$ cat config.mk
export PLATFORM = sky130hd
export DESIGN_NAME = cmp_port_unit
export DESIGN_NICKNAME = d
export VERILOG_FILES = /design/src/rtl/cmp_port_unit.sv
export SDC_FILE = /design/constraint.sdc
export NUM_CORES = 1
export LEC_CHECK = 0
export ABC_AREA = 1
export CORE_MARGIN = 5
export CORE_UTILIZATION = 39
export DETAILED_ROUTE_END_ITERATION = 10
export MAX_ROUTING_LAYER = met4
export PLACE_DENSITY = 0.86
export SETUP_SLACK_MARGIN = 0.15
export SLEW_MARGIN = 25
export SYNTH_ARGS = -nofsm -noshare
export SYNTH_HDL_FRONTEND = slang
export SYNTH_SLANG_ARGS = --single-unit
$ cat constraint.sdc
create_clock -name clk -period 2.2 [get_ports clk]
set_input_delay 0.22 -clock clk [delete_from_list [all_inputs] [get_ports clk]]
set_output_delay 0.22 -clock clk [all_outputs]
set_load 0.03 [all_outputs]
$ cat src/rtl/cmp_port_unit.sv
module cmp_port_unit #(
  parameter int WIDTH    = 8,
  parameter int TGL_PINS = 2
) (
  input  logic             clk,
  input  logic             rst_n,
  input  logic             en_wr,
  input  logic [WIDTH-1:0] en_wdata,
  input  logic             port_wr,
  input  logic [WIDTH-1:0] port_wdata,
  input  logic             match_clr,
  input  logic             match_tgl,
  output logic [WIDTH-1:0] port_out,
  output logic [WIDTH-1:0] en_rd
);
  localparam logic [WIDTH-1:0] TGL_MASK = {WIDTH{1'b1}} << (WIDTH - TGL_PINS);
  localparam logic [WIDTH-1:0] CLR_MASK = ~TGL_MASK;

  logic [WIDTH-1:0] en_q, port_q, base, clr_hit, tgl_hit;

  assign base    = port_wr ? port_wdata : port_q;
  assign clr_hit = {WIDTH{match_clr}} & en_q & CLR_MASK;
  assign tgl_hit = {WIDTH{match_tgl}} & en_q & TGL_MASK;

  always_ff @(posedge clk or negedge rst_n) begin
    if (!rst_n) begin
      en_q   <= '0;
      port_q <= '1;
    end else begin
      if (en_wr) en_q <= en_wdata;
      port_q <= (base & ~clr_hit) ^ tgl_hit;
    end
  end

  assign port_out = port_q;
  assign en_rd    = en_q;
endmodule


==> results.sh <==
export IMPL_cts_resized_gates=0
export IMPL_drt_initial_drc_count=9
export IMPL_cts_setup_buffers=0
export IMPL_coreArea_um2=1690
export IMPL_finalCritPeriodShare_pct=77.7
export IMPL_drtAntennaViolNets=0
export IMPL_grt_util_met3_pct=3.44
export IMPL_ys_ff_latch=16
export IMPL_finalNonFillerCells=139
export IMPL_critPathBufInv=1
export IMPL_syn_to_final_growth_pct=60.3
export IMPL_setup_tns_ns=0
export IMPL_r2r_start="port_out[7]"
export IMPL_synthesis_area_um2=684
export IMPL_most_common_layout_cells="clkdlybuf4s50_1, nand2_1, o21ai_0"
export IMPL_r2r_end="port_out[7]"
export IMPL_worst_ep_required_time_ns=1.98
export IMPL_multi_input_area_um2=228
export IMPL_dieArea_um2=2690
export IMPL_startpoint_type="register"
export IMPL_cts_tree="done"
export IMPL_grt_busiest_layer="met2"
export IMPL_arrival_ns=1.49
export IMPL_clkLatencyLatePin_ns=0.28
export IMPL_slowest_delay_ns=0.66
export IMPL_portBuffers=37
export IMPL_status="finished, final reports clean"
export IMPL_register_area_um2=410
export IMPL_die_h_um=51.9
export IMPL_end_kind="output port"
export IMPL_grt_antenna_before_repair=0
export IMPL_grt_pass1_wl_um=2570
export IMPL_seq_area_frac_synth_pct=60.0
export IMPL_r2r_setup_slack_ns=1.40
export IMPL_num_antenna_cells=0
export IMPL_clkTransAtPathRegs_ns=0.09
export IMPL_combinationalPowerShare_pct=30.3
export IMPL_cts_root_buf="clkbuf_4"
export IMPL_fill_cells=149
export IMPL_cts_inserted_buffers=3
export IMPL_powerDensity_nw_per_um2=671
export IMPL_setup_viol=0
export IMPL_synth_fp_nets=104
export IMPL_viasPerCell=4.57
export IMPL_avgSynthCellArea_um2=8.35
export IMPL_drv_cap=0
export IMPL_rr_worst_depth=4
export IMPL_placed_cells=135
export IMPL_preCtsSetupSlack_ns=0.789
export IMPL_report_final_hold_viol_count=0
export IMPL_synthCells=82
export IMPL_htreeDepth=1
export IMPL_maxSlewHeadroom_pct=53.9
export IMPL_synth_distinct_cells=10
export IMPL_min_period_ns=1.71
export IMPL_cts_sinks=16
export IMPL_worstPathCellList="clkdlybuf4s50_1"
export IMPL_io_pins=38
export IMPL_wl_um=1660
export IMPL_grt_remaining_overflow=0
export IMPL_critPathMaxFanout=2
export IMPL_power_share_clock_pct=21.1
export IMPL_grt_use_total_pct=13.8
export IMPL_gp_congestion=0.751
export IMPL_met2_usage_pct=19.9
export IMPL_tightest_slew_ns=0.690
export IMPL_start_util_pct=40.5
export IMPL_clock_path_buffers=2
export IMPL_synth_warnings=0
export IMPL_max_freq_mhz=585
export IMPL_p_sw_share_pct=30.6
export IMPL_hold_buffers=0
export IMPL_grt_pass1_vias=567
export IMPL_fin_util_pct=65.0
export IMPL_p_leak_nw=0.506
export IMPL_drt_drc_violations_left=0
export IMPL_drt_pass1_iterations=4
export IMPL_vdd_drop_max_uv=315
export IMPL_hold_class="in2async"
export IMPL_met1_usage_pct=17.2
export IMPL_wl_per_cell_um=12.0
export IMPL_crit_slowest_cell="clkdlybuf4s50_1"
export IMPL_grt_max_degree=17
export IMPL_drive_gt1_share_pct=11.5
export IMPL_rsz0062_at_grt="false"
export IMPL_fp_dieW_um=51.9
export IMPL_switching_power_w=0.000225
export IMPL_power_w=0.000737
export IMPL_slew_viol_final=0
export IMPL_critPathTopFamily="buffers and inverters"
export IMPL_pwr_share_seq_pct=48.6
export IMPL_final_common_cell="clkdlybuf4s50_1"
export IMPL_critPathKind="reg2out"
export IMPL_p_int_w=0.000511
export IMPL_num_rows=15
export IMPL_final_nets=145
export IMPL_fin_ws_ns=0.490
export IMPL_clock_skew_final_ns=0.00508
export IMPL_hpwl_um=1320
export IMPL_detailroute_via_count=635
==> stage by stage <==
stage,cell area (um^2),hold WS (ns)
5_1_grt,1100,0.402
4_1_cts,1100,0.356
3_5_place_dp,1070,0.525
6_report,1100,0.351
2_1_floorplan,684,-0.0756
3_3_place_gp,1070,0.507
==> cell families after synthesis <==
group	share of synthesized area (%)
AO/OA/AOI/OAI	10.2
buffers and inverters	6.76
flip-flops	60.0
AND/OR/NAND/NOR	23.0
==> cell usage after synthesis (all sizes together) <==
| cell | count | share of area (%) |
|---|---|---|
| o21ai | 14 | 10 |
| nand3 | 2 | 1.5 |
| dfrtp | 8 | 29 |
| dfstp | 8 | 31 |
| inv | 11 | 6.0 |
| buf | 1 | 0.73 |
| nor2 | 12 | 6.6 |
| nand2 | 26 | 15 |
==> worst register-to-register path, cell delays in order (launching register included) <==
cell	delay [ns]
dfstp_2	0.55
nand2_2	0.06
nand2_1	0.06
nand2_1	0.05
nand2_1	0.05
==> how the worst max path moves through the flow <==
stage	endpoint	cells past startpoint	startpoint	slack (ns)
2_1_floorplan	port_out[6]	4	port_out[6]	1.33
3_3_place_gp	port_out[6]	1	port_out[6]	0.80
3_5_place_dp	port_out[1]	1	port_out[1]	0.79
4_1_cts	port_out[7]	1	port_out[7]	0.47
5_1_grt	port_out[7]	1	port_out[7]	0.44
6_report	port_out[7]	1	port_out[7]	0.49
==> state kept, by name, summed over array words and instances (netlist names) <==
signal    count
port_out      8
en_rd         8
==> per-layer routing <==
metal / vias to the layer above / wire length, um
met4: 0 / 27
met3: 2 / 154
met1: 275 / 729
met2: 26 / 750
li1: 332 / -
met5: - / 0
==> power groups by stage <==
| stage | Sequential (W) | Clock [W] | Combinational, W |
|---|---|---|---|
| after floorplan | 0.000427 | 0 | 0.0000419 |
| after global placement | 0.000362 | 0 | 0.000222 |
| after detailed placement | 0.000364 | 0 | 0.000225 |
| after CTS | 0.000359 | 0.000165 | 0.000226 |
| after global routing | 0.000364 | 0.000172 | 0.000239 |
| final | 0.000358 | 0.000155 | 0.000223 |
==> cell type report <==
type | count | area share, %
sequential | 16 | 37.4
multi-input combinational | 54 | 20.8
timing repair buffer | 37 | 33.8
inverter | 11 | 3.76
tap | 17 | 1.94
clock buffer | 4 | 2.39
Power figures use the tool's default switching activity.
